### src/rtl/mshr_pkg.sv
package mshr_pkg;
  typedef enum logic [1:0] {
    ENT_FREE = 2'd0,
    ENT_WAIT = 2'd1,
    ENT_SVC  = 2'd2
  } ent_st_e;
endpackage

### src/rtl/mshr_pick.sv
// lowest-index set bit finder
module mshr_pick #(
  parameter int N     = 11,
  parameter int IDX_W = 4
) (
  input  logic [N-1:0]     req_i,
  output logic             any_o,
  output logic [IDX_W-1:0] idx_o
);
  always_comb begin
    any_o = 1'b0;
    idx_o = '0;
    for (int i = N - 1; i >= 0; i--) begin
      if (req_i[i]) begin
        any_o = 1'b1;
        idx_o = IDX_W'(i);
      end
    end
  end
endmodule

### src/rtl/mshr_entry_arr.sv
module mshr_entry_arr
  import mshr_pkg::*;
#(
  parameter int N      = 11,
  parameter int ADDR_W = 32,
  parameter int IDX_W  = 4
) (
  input  logic              clk_i,
  input  logic              rst_ni,
  input  logic              alloc_i,
  input  logic [IDX_W-1:0]  alloc_idx_i,
  input  logic [ADDR_W-1:0] alloc_addr_i,
  input  logic              issue_i,
  input  logic [IDX_W-1:0]  issue_idx_i,
  input  logic              dealloc_i,
  input  logic [IDX_W-1:0]  dealloc_idx_i,
  input  logic [ADDR_W-1:0] lookup_addr_i,
  output logic [N-1:0]      valid_o,
  output logic [N-1:0]      issued_o,
  output logic              hit_o,
  output logic [IDX_W-1:0]  hit_idx_o
);
  logic [N-1:0] match;

  for (genvar g = 0; g < N; g++) begin : g_ent
    ent_st_e           st_q;
    logic [ADDR_W-1:0] addr_q;

    always_ff @(posedge clk_i or negedge rst_ni) begin
      if (!rst_ni) begin
        st_q   <= ENT_FREE;
        addr_q <= '0;
      end else if (dealloc_i && dealloc_idx_i == IDX_W'(g)) begin
        st_q <= ENT_FREE;
      end else if (alloc_i && alloc_idx_i == IDX_W'(g)) begin
        st_q   <= ENT_WAIT;
        addr_q <= alloc_addr_i;
      end else if (issue_i && issue_idx_i == IDX_W'(g) && st_q == ENT_WAIT) begin
        st_q <= ENT_SVC;
      end
    end

    assign valid_o[g]  = (st_q != ENT_FREE);
    assign issued_o[g] = (st_q == ENT_SVC);
    assign match[g]    = (st_q != ENT_FREE) && (addr_q == lookup_addr_i);
  end

  mshr_pick #(.N(N), .IDX_W(IDX_W)) u_hit_pick (
    .req_i (match),
    .any_o (hit_o),
    .idx_o (hit_idx_o)
  );
endmodule

### src/rtl/mshr_occ.sv
// occupancy counters and admission thresholds
module mshr_occ #(
  parameter int N       = 11,
  parameter int CNT_W   = 4,
  parameter int GEN_RSV = 4,
  parameter int DMD_RSV = 1
) (
  input  logic             clk_i,
  input  logic             rst_ni,
  input  logic             inc_i,
  input  logic             dec_i,
  input  logic             svc_inc_i,
  input  logic             svc_dec_i,
  output logic [CNT_W-1:0] alloc_cnt_o,
  output logic [CNT_W-1:0] insvc_cnt_o,
  output logic             full_o,
  output logic             can_pf_o
);
  localparam logic [CNT_W-1:0] FULL_LIM = CNT_W'(N - GEN_RSV);
  localparam logic [CNT_W-1:0] PF_LIM   = CNT_W'(N - GEN_RSV - DMD_RSV);

  logic [CNT_W-1:0] cnt_q, svc_q;

  always_ff @(posedge clk_i or negedge rst_ni) begin
    if (!rst_ni) begin
      cnt_q <= '0;
    end else begin
      case ({inc_i, dec_i})
        2'b10:   cnt_q <= cnt_q + 1'b1;
        2'b01:   cnt_q <= cnt_q - 1'b1;
        default: cnt_q <= cnt_q;
      endcase
    end
  end

  always_ff @(posedge clk_i or negedge rst_ni) begin
    if (!rst_ni) begin
      svc_q <= '0;
    end else begin
      case ({svc_inc_i, svc_dec_i})
        2'b10:   svc_q <= svc_q + 1'b1;
        2'b01:   svc_q <= svc_q - 1'b1;
        default: svc_q <= svc_q;
      endcase
    end
  end

  assign alloc_cnt_o = cnt_q;
  assign insvc_cnt_o = svc_q;
  assign full_o      = (cnt_q > FULL_LIM);
  assign can_pf_o    = (cnt_q < PF_LIM);
endmodule

### src/rtl/mshr_pool.sv
module mshr_pool #(
  parameter int NUM_CFG = 8,
  parameter int GEN_RSV = 4,
  parameter int DMD_RSV = 1,
  parameter int ADDR_W  = 32,
  localparam int N      = NUM_CFG + GEN_RSV - 1,
  localparam int IDX_W  = (N > 1) ? $clog2(N) : 1,
  localparam int CNT_W  = $clog2(N + 1)
) (
  input  logic              clk_i,
  input  logic              rst_ni,
  input  logic              dmd_req_i,
  input  logic [ADDR_W-1:0] dmd_addr_i,
  output logic              dmd_gnt_o,
  output logic [IDX_W-1:0]  dmd_idx_o,
  input  logic              wr_pend_i,
  input  logic              pf_req_i,
  input  logic [ADDR_W-1:0] pf_addr_i,
  output logic              pf_gnt_o,
  output logic [IDX_W-1:0]  pf_idx_o,
  input  logic              issue_i,
  input  logic [IDX_W-1:0]  issue_idx_i,
  input  logic              dealloc_i,
  input  logic [IDX_W-1:0]  dealloc_idx_i,
  input  logic [ADDR_W-1:0] lookup_addr_i,
  output logic              lookup_hit_o,
  output logic [IDX_W-1:0]  lookup_idx_o,
  output logic              full_o,
  output logic              can_pf_o,
  output logic [CNT_W-1:0]  alloc_cnt_o,
  output logic [CNT_W-1:0]  insvc_cnt_o,
  output logic              err_o
);
  localparam int NP     = 1 << IDX_W;
  localparam int PF_LIM = N - GEN_RSV - DMD_RSV;

  if (GEN_RSV + DMD_RSV >= N) begin : g_bad_cfg
    $error("mshr_pool: reserves must be smaller than the pool");
  end

  logic [N-1:0]     valid, issued;
  logic [NP-1:0]    valid_pad, issued_pad;
  logic             free_any;
  logic [IDX_W-1:0] free_idx;
  logic             alloc, dealloc_ok, issue_ok, svc_dec;
  logic [ADDR_W-1:0] alloc_addr;

  mshr_pick #(.N(N), .IDX_W(IDX_W)) u_free_pick (
    .req_i (~valid),
    .any_o (free_any),
    .idx_o (free_idx)
  );

  assign valid_pad  = NP'(valid);
  assign issued_pad = NP'(issued);

  // demand and write traffic take precedence over prefetch
  assign dmd_gnt_o  = dmd_req_i && !full_o && free_any;
  assign pf_gnt_o   = pf_req_i && !dmd_req_i && !wr_pend_i && can_pf_o && free_any;
  assign dmd_idx_o  = free_idx;
  assign pf_idx_o   = free_idx;
  assign alloc      = dmd_gnt_o || pf_gnt_o;
  assign alloc_addr = dmd_gnt_o ? dmd_addr_i : pf_addr_i;

  assign dealloc_ok = dealloc_i && valid_pad[dealloc_idx_i];
  assign issue_ok   = issue_i && valid_pad[issue_idx_i] && !issued_pad[issue_idx_i] &&
                      !(dealloc_ok && dealloc_idx_i == issue_idx_i);
  assign svc_dec    = dealloc_ok && issued_pad[dealloc_idx_i];
  assign err_o      = (dealloc_i && !dealloc_ok) || (dmd_req_i && full_o);

  mshr_entry_arr #(.N(N), .ADDR_W(ADDR_W), .IDX_W(IDX_W)) u_arr (
    .clk_i         (clk_i),
    .rst_ni        (rst_ni),
    .alloc_i       (alloc),
    .alloc_idx_i   (free_idx),
    .alloc_addr_i  (alloc_addr),
    .issue_i       (issue_ok),
    .issue_idx_i   (issue_idx_i),
    .dealloc_i     (dealloc_ok),
    .dealloc_idx_i (dealloc_idx_i),
    .lookup_addr_i (lookup_addr_i),
    .valid_o       (valid),
    .issued_o      (issued),
    .hit_o         (lookup_hit_o),
    .hit_idx_o     (lookup_idx_o)
  );

  mshr_occ #(.N(N), .CNT_W(CNT_W), .GEN_RSV(GEN_RSV), .DMD_RSV(DMD_RSV)) u_occ (
    .clk_i       (clk_i),
    .rst_ni      (rst_ni),
    .inc_i       (alloc),
    .dec_i       (dealloc_ok),
    .svc_inc_i   (issue_ok),
    .svc_dec_i   (svc_dec),
    .alloc_cnt_o (alloc_cnt_o),
    .insvc_cnt_o (insvc_cnt_o),
    .full_o      (full_o),
    .can_pf_o    (can_pf_o)
  );
endmodule

### config.mk
export PLATFORM = sky130hd
export DESIGN_NAME = mshr_pool
export DESIGN_NICKNAME = d
export VERILOG_FILES = /design/src/rtl/mshr_pkg.sv /design/src/rtl/mshr_pick.sv /design/src/rtl/mshr_entry_arr.sv /design/src/rtl/mshr_occ.sv /design/src/rtl/mshr_pool.sv
export SDC_FILE = /design/constraint.sdc
export NUM_CORES = 1
export LEC_CHECK = 0
export BUFFER_PORTS_ARGS = -buffer_cell sky130_fd_sc_hd__buf_2
export CAP_MARGIN = 25
export CORE_ASPECT_RATIO = 1.25
export CORE_MARGIN = 4
export CORE_UTILIZATION = 63
export DETAILED_ROUTE_END_ITERATION = 12
export HOLD_SLACK_MARGIN = 0.02
export PLACE_DENSITY = 0.82
export SLEW_MARGIN = 5
export SYNTH_ARGS = -nofsm -noshare
export SYNTH_HDL_FRONTEND = slang
export SYNTH_HIERARCHICAL = 1
export SYNTH_SLANG_ARGS = --single-unit
### constraint.sdc
create_clock -name clk_i -period 5.5 [get_ports clk_i]
set_clock_uncertainty 0.1 [all_clocks]
set_input_delay 0.55 -clock clk_i [delete_from_list [all_inputs] [get_ports clk_i]]
set_output_delay 0.55 -clock clk_i [all_outputs]
set_load 0.005 [all_outputs]
==> summary.txt, run 1 <==
status: finished, violations left
failing checks: hold timing
hold_buf cts: 0
Final min period: 4.494 ns
Die Y: 207.6 microns
gpl congestion: 0.9438
Pwr per Cell Area: 495.1 mW/mm^2
Post-synth EDFFs: 0
Syn-to-layout area delta: 11.24%
area share of the leading cell type in the synthesized netlist: 0.4762
setup tns final: 0 ns
drt drc: 0
vias in the first global route: 14980
die footprint: 0.03480 sq mm
drt via density: 6.493
RSZ-0062 raised after global routing: false
Data arrival, critical path: 3.84 ns
cell taking the most area after synthesis: dfrtp_1
initial core utilization: 0.6440
most common cell in the netlist: dfrtp_1
clock buffer depth: 3
CTS tree: yes
leakage power: 10.52 nW
max cap viols: 0
R2R cell count: 13
CP max stage cell: nor4_1
worst setup path category: input pin to output pin
fmax: 222.5 MHz
worst path cell trace: buf_2 -> xor2_1 -> nor4_1 -> nand4_1 -> nor4_1 -> nor2_1 -> a221o_1 -> a221oi_2 -> buf_2
Slew @ Worst Pin: 1.102 ns
library cells used by synthesis: 60
IO buf count: 136
Synth top cells by count: 382 x dfrtp_1, 298 x xor2_1, 287 x mux2_2
Worst Setup EP: lookup_idx_o[0]
WL/cell: 27.85 microns
launch point of the critical path: lookup_addr_i[26]
First DRT Iteration DRCs: 1378
R2R setup slack: 1.18 ns
routed via count: 14440
Setup Viol. Count Final: 0
hold slack final: -0.01419 ns
IR drop worst, VDD: 362.5 uV
Post-CTS Setup Repair Bufs: 0
HP Class: input pin to async pin
Routed WL: 61930 microns
crit path max fanout: 11
syn avg cell area: 11.76 sq um
Final Hold Vio Count: 3
synthesis-stage register bit count: 382
initial antenna violation count: 1
worst r2r src: u_arr/g_ent[1].st_q[0]
clk sinks: 382
first-pass GRT wire length: 92480 microns
syn_nets: 1824
fin crit share: 0.8172
nets: 1908
cells after synthesis: 1707
CP Capture Type: output pin
Synth Cell Area: 0.02007 sq mm
worst setup margin: 1.006 ns
post-cts gate resize count: 0
CTS clk-pin slew, worst paths: 0.06 ns
Skew-Pair Late Insertion Delay: 0.53 ns
critical path launch point type: input pin
Synth area leaders: dfrtp_1 48%, mux2_2 16%, xor2_1 13%
CTS H-tree lvls: 2
largest net degree at the start of global routing: 113
dpl ws: 1.218 ns
worst r2r dst: u_arr/g_ent[1].addr_q[26]
total CTS buffers: 38
total gr overflow: 0
share of cells above drive strength 1: 0.2955
IO Count: 137
Post-synth ARST share: 1.000
Rows: 72
Top FF cell, synth: dfrtp_1
Req. time, crit path: 4.85 ns
Yosys warning total: 6
Core Footprint: 0.03117 sq mm
HPWL after DPL: 41550 microns
CP Buf/Inv Count: 2
largest stage delay on the critical path: 0.80 ns
Die W: 167.7 microns
CP top delay family: simple AND/OR/NAND/NOR gates
register area share after synthesis: 0.4762
Rel. slew slack: 0.2635
cell count along the critical path: 9
Final ANT Viol Nets: 0
gr usage total: 0.3511
CTS Root Cell: clkbuf_16
pins over their slew limit: 0
First-pass DRT Iterations: 6
==> cells by family (layout without fill, tap and decap cells) <==
logic type / Yosys count / count (layout) / share of synthesized area
other cells: 0 / 3 / 0
fa+ha+maj: 6 / 6 / 0.003740
xor+xnor: 365 / 365 / 0.1593
simple gates: 388 / 388 / 0.1022
compound gates: 69 / 69 / 0.02456
flops: 382 / 382 / 0.4762
buf+inv: 136 / 243 / 0.02942
mux: 361 / 361 / 0.2046
==> cell type report <==
class | instances | area (sq um)
Fill cell | 2176 | 8841
Inverter | 19 | 71.32
Tap cell | 407 | 509.2
Clock inverter | 8 | 96.34
Timing Repair Buffer | 161 | 975.9
Multi-Input combinational cell | 1189 | 10000
Clock buffer | 55 | 1106
Sequential cell | 382 | 9559
Antenna cell | 3 | 7.507
==> through the flow <==
step                cell area, sq um  std cells  power, mW  utilization  hold WS [ns]
global route                   22330       2224      11.54       0.7164       0.04009
detailed placement             21090       2157      8.408       0.6767        0.3561
finish                         22330       2224      11.06       0.7164      -0.01419
floorplan                      20070       1707      7.153            -        0.1544
global placement               21040       2155      8.205       0.6749        0.3521
CTS                            22290       2220      10.99       0.7152       0.02356
==> placed cells by master (no fill, tap or decap), types with 3 or more instances in the layout <==
cell       instances
dfrtp_1          382
xor2_1           298
mux2_2           287
buf_2            135
nand2_1          123
nor4_1            82
xnor2_1           67
mux2_1            67
clkbuf_16         39
nor2b_1           25
nor2_1            25
nand4_1           24
nor3_1            23
nand3_1           20
buf_4             19
inv_1             18
a21oi_1           16
or2_2             12
nand3b_1          11
a31oi_1           11
o21ai_0           10
nand2b_1           9
clkbuf_1           9
nor2_4             8
nor3b_1            7
clkbuf_8           7
ha_1               6
a211oi_1           5
mux4_2             4
clkinv_2           4
diode_2            3
mux2i_1            3
o31ai_1            3
buf_12             3
and3b_1            3
buf_16             3
==> worst reg2reg max path, delay by kind of cell, from the launching register on <==
family	cells	cell delay, ns
DFF	1	0.39
muxes	1	0.36
and+or+nand+nor	8	2.55
buffers and inverters	4	0.80
==> state kept, by name, summed over array words and instances, names as in the netlist <==
name	flops
u_arr/g_ent.addr_q	352
u_arr/g_ent.st_q	22
u_occ/insvc_cnt_o	4
u_occ/alloc_cnt_o	4
==> layer usage <==
metal,vias up,GRT usage,share of wire
li1,6061,-,-
met1,7308,0.4364,0.37
met2,804,0.5551,0.46
met3,267,0.06590,0.082
met4,0,0.2450,0.087
met5,-,0,0
==> worst min path at each step <==
| stage | startpoint | cells after the start | end | slack, ns |
|---|---|---|---|---|
| after global placement | u_occ/insvc_cnt_o[3] | 1 | u_occ/insvc_cnt_o[3] | 0.35 |
| final | rst_ni | 1 | u_occ/alloc_cnt_o[0] | -0.01 |
| after CTS | rst_ni | 1 | u_occ/alloc_cnt_o[0] | 0.02 |
| after floorplan | rst_ni | 0 | u_arr/g_ent[0].addr_q[0] | 0.15 |
| after detailed placement | u_occ/insvc_cnt_o[3] | 1 | u_occ/insvc_cnt_o[3] | 0.36 |
| after global routing | rst_ni | 1 | u_occ/alloc_cnt_o[0] | 0.04 |
==> power breakdown <==
group / internal [mW] / leakage, nW / total (mW) / switching [mW]
registers: 3.84 / 4.92 / 4.57 / 0.733
clock network: 1.49 / 0.590 / 2.56 / 1.07
logic: 1.82 / 5.01 / 3.93 / 2.11
(Power assumes the default switching activity.)
==> inputs of run 2 (changes only) <==
ABC_AREA = 1   (was not set)
CORE_UTILIZATION = 62   (was 63)
PLACE_DENSITY = 0.8   (was 0.82)
clock period = 4.3 ns   (was 5.5 ns; I/O delays follow)
==> summary.txt, run 2 <==
WL/cell: 23.28 microns (-16%)
initial core utilization: 0.6325 (-0.01152)
Syn-to-layout area delta: 8.535%
synthesis-stage register bit count: 382 (unchanged)
total CTS buffers: 41 (+7.9%)
CTS H-tree lvls: 2 (unchanged)
worst setup path category: input pin to output pin
Data arrival, critical path: 3.23 ns (-0.61 ns)
placed insts: 3600 (+67%)
Worst Min Path Start: dmd_addr_i[17]
post-cts gate resize count: 0 (unchanged)
Final Hold Vio Count: 0 (-3)
leakage power: 12.30 nW (+17%)
critical path launch point type: input pin
Largest regs: u_arr/g_ent.addr_q x352, u_arr/g_ent.st_q x22
area share of the leading cell type in the synthesized netlist: 0.4240 (-0.05222)
largest net degree at the start of global routing: 117 (+3.5%)
vias in the first global route: 20880 (+39%)
status: finished, final reports clean
IO Count: 137 (unchanged)
library cells used by synthesis: 41 (-32%)
register area share after synthesis: 0.4240 (-0.05222)
Synth top cells by count: 1256 x nand2_1, 382 x dfrtp_1, 325 x inv_1
initial antenna violation count: 2 (+1)
Die Y: 221.2 microns (+6.6%)
IO buf count: 136 (unchanged)
launch point of the critical path: lookup_addr_i[8]
CTS clk-pin slew, worst paths: 0.06 ns (about the same)
Yosys warning total: 6 (unchanged)
CP Capture Type: output pin
RSZ-0062 raised after global routing: false
Rows: 77 (+6.9%)
Slew @ Worst Pin: 1.152 ns (+0.04986 ns)
pins over their slew limit: 0 (unchanged)
clock buffer depth: 3 (unchanged)
drt via density: 5.827 (-10%)
CTS Root Cell: clkbuf_16
total gr overflow: 0 (unchanged)
gpl congestion: 1.006 (+6.6%)
nets: 3288 (+72%)
Synth Cell Area: 0.02255 sq mm (+12%)
commonest cells after routing, fill and taps aside: 1252 x nand2_1, 382 x dfrtp_1, 325 x inv_1, 224 x nor2_1, 167 x o21ai_1
Synth area leaders: dfrtp_1 42%, nand2_1 21%, inv_1 5.4%
Final min period: 3.765 ns
cells after synthesis: 3123 (+83%)
most common cell in the netlist: nand2_1
Filler Cells Inserted: 3064 (+41%)
Skew-Pair Late Insertion Delay: 0.56 ns (+0.03 ns)
Core Footprint: 0.03565 sq mm (+14%)
first-pass GRT wire length: 127200 microns (+38%)
worst r2r src: u_arr/g_ent[6].st_q[0]
post-route insts no fill: 3680 (+65%)
drt drc: 0 (unchanged)
First-pass DRT Iterations: 6 (unchanged)
syn_nets: 3240 (+78%)
Routed WL: 85690 microns (+38%)
Die W: 178.6 microns (+6.5%)
setup tns final: 0 ns (unchanged)
HP Class: input pin to flip-flop
commonest non-fill, non-tap cell in the layout: nand2_1
Register Area: 0.009559 sq mm (unchanged)
syn avg cell area: 7.219 sq um (-39%)
CTS tree: yes
crit path max fanout: 10 (-1)
fin crit share: 0.8755
Final ANT Viol Nets: 0 (unchanged)
overall power: 15.68 mW (+42%)
Top FF cell, synth: dfrtp_1
First DRT Iteration DRCs: 2513 (+82%)
IR drop worst, VDD: 472.6 uV (+30%)
max FFs per register: 352 (unchanged)
cell taking the most area after synthesis: dfrtp_1
Post-synth EDFFs: 0 (unchanged)
Rel. slew slack: 0.2312 (-0.03235)
Req. time, crit path: 3.77 ns (-1.08 ns)
clk sinks: 382 (unchanged)
routed via count: 21440 (+49%)
area of the multi-input gates: 0.01051 sq mm (+5.0%)
Post-synth ARST share: 1.000 (unchanged)
fmax: 265.6 MHz
Post-CTS Setup Repair Bufs: 0 (unchanged)
die footprint: 0.03950 sq mm (+13%)
HPWL after DPL: 60180 microns (+45%)
Pwr per Cell Area: 640.6 mW/mm^2 (+29%)
Setup Viol. Count Final: 0 (unchanged)
hold slack final: 0.2894 ns (+0.3036 ns)
gr usage total: 0.4337 (+0.08256)
max cap viols: 0 (unchanged)
share of cells above drive strength 1: 0.1359 (-0.1596)
Reg with most FFs: u_arr/g_ent.addr_q
[run 2: stage by stage]
step	util	area [sq um]	setup slack (ns)
finish	0.6865	24470	0.5353
global route	0.6862	24460	0.3127
CTS	0.6854	24430	0.7830
detailed placement	0.6469	23060	0.7568
global placement	0.6461	23030	0.8019
floorplan	-	22550	1.372
[run 2: repair_timing]
item	in CTS	in global routing
endpoints found under the setup margin	0	0
hold buffers	1	0
endpoints found under the hold margin	112	0
[run 2: worst max-delay path: stages]
cell and delay, ns:
buf_2 0.39, inv_1 0.28, nand2_1 0.11, nand2_1 0.05, nor2_1 0.60, nand2_1 0.30
nor2_1 0.16, nand3_1 0.20, nor2_1 0.21, inv_1 0.08, nand2_1 0.06, nand2_1 0.05
a21oi_1 0.15, buf_2 0.14
[run 2: power breakdown]
group,total (mW),switching [mW],internal [mW]
logic,6.06,4.06,2.00
registers,5.96,1.08,4.88
clock network,3.65,1.50,2.14
total,15.7,6.65,9.02
[run 2: cell type report]
type / count / area share
multi-input combinational: 2228 / 0.4293
sequential: 382 / 0.3907
inverter: 343 / 0.05262
timing repair buffer: 175 / 0.04704
clock buffer: 59 / 0.04633
tap: 474 / 0.02424
clock inverter: 15 / 0.009408
antenna: 4 / 0.0004091
[run 2: cell families (layout without fill, tap and decap cells)]
kind of cell / Yosys count / count (layout) / share of synthesized area
DFF: 382 / 382 / 0.4240
adders and majority gates: 6 / 6 / 0.003330
other: 0 / 4 / 0
and+or+nand+nor: 1624 / 1624 / 0.2869
AOI/OAI and AO/OA: 501 / 501 / 0.1365
xor gates and xnor gates: 97 / 97 / 0.03768
buffers and inverters: 513 / 592 / 0.1117
[run 2: final timing paths]
check | slack (ns) | cells after the start | endpoint
min in group asynchronous | 0.47 | 2 | u_arr/g_ent[3].addr_q[11]
worst min-delay path | 0.29 | 5 | u_arr/g_ent[7].addr_q[17]
max in group asynchronous | 2.38 | 3 | u_arr/g_ent[4].st_q[0]
worst max-delay path | 0.54 | 14 | lookup_idx_o[0]
worst max register to register | 0.78 | 16 | u_arr/g_ent[5].addr_q[11]
worst min register to register | 0.39 | 2 | u_arr/g_ent[7].addr_q[5]
[run 2: routing by layer]
layer | track usage | share of wire | vias to the layer above
li1 | - | - | 9727
met1 | 0.4960 | 0.33 | 10010
met2 | 0.6677 | 0.45 | 1287
met3 | 0.1005 | 0.099 | 425
met4 | 0.3919 | 0.12 | 0
met5 | 0 | 0 | -
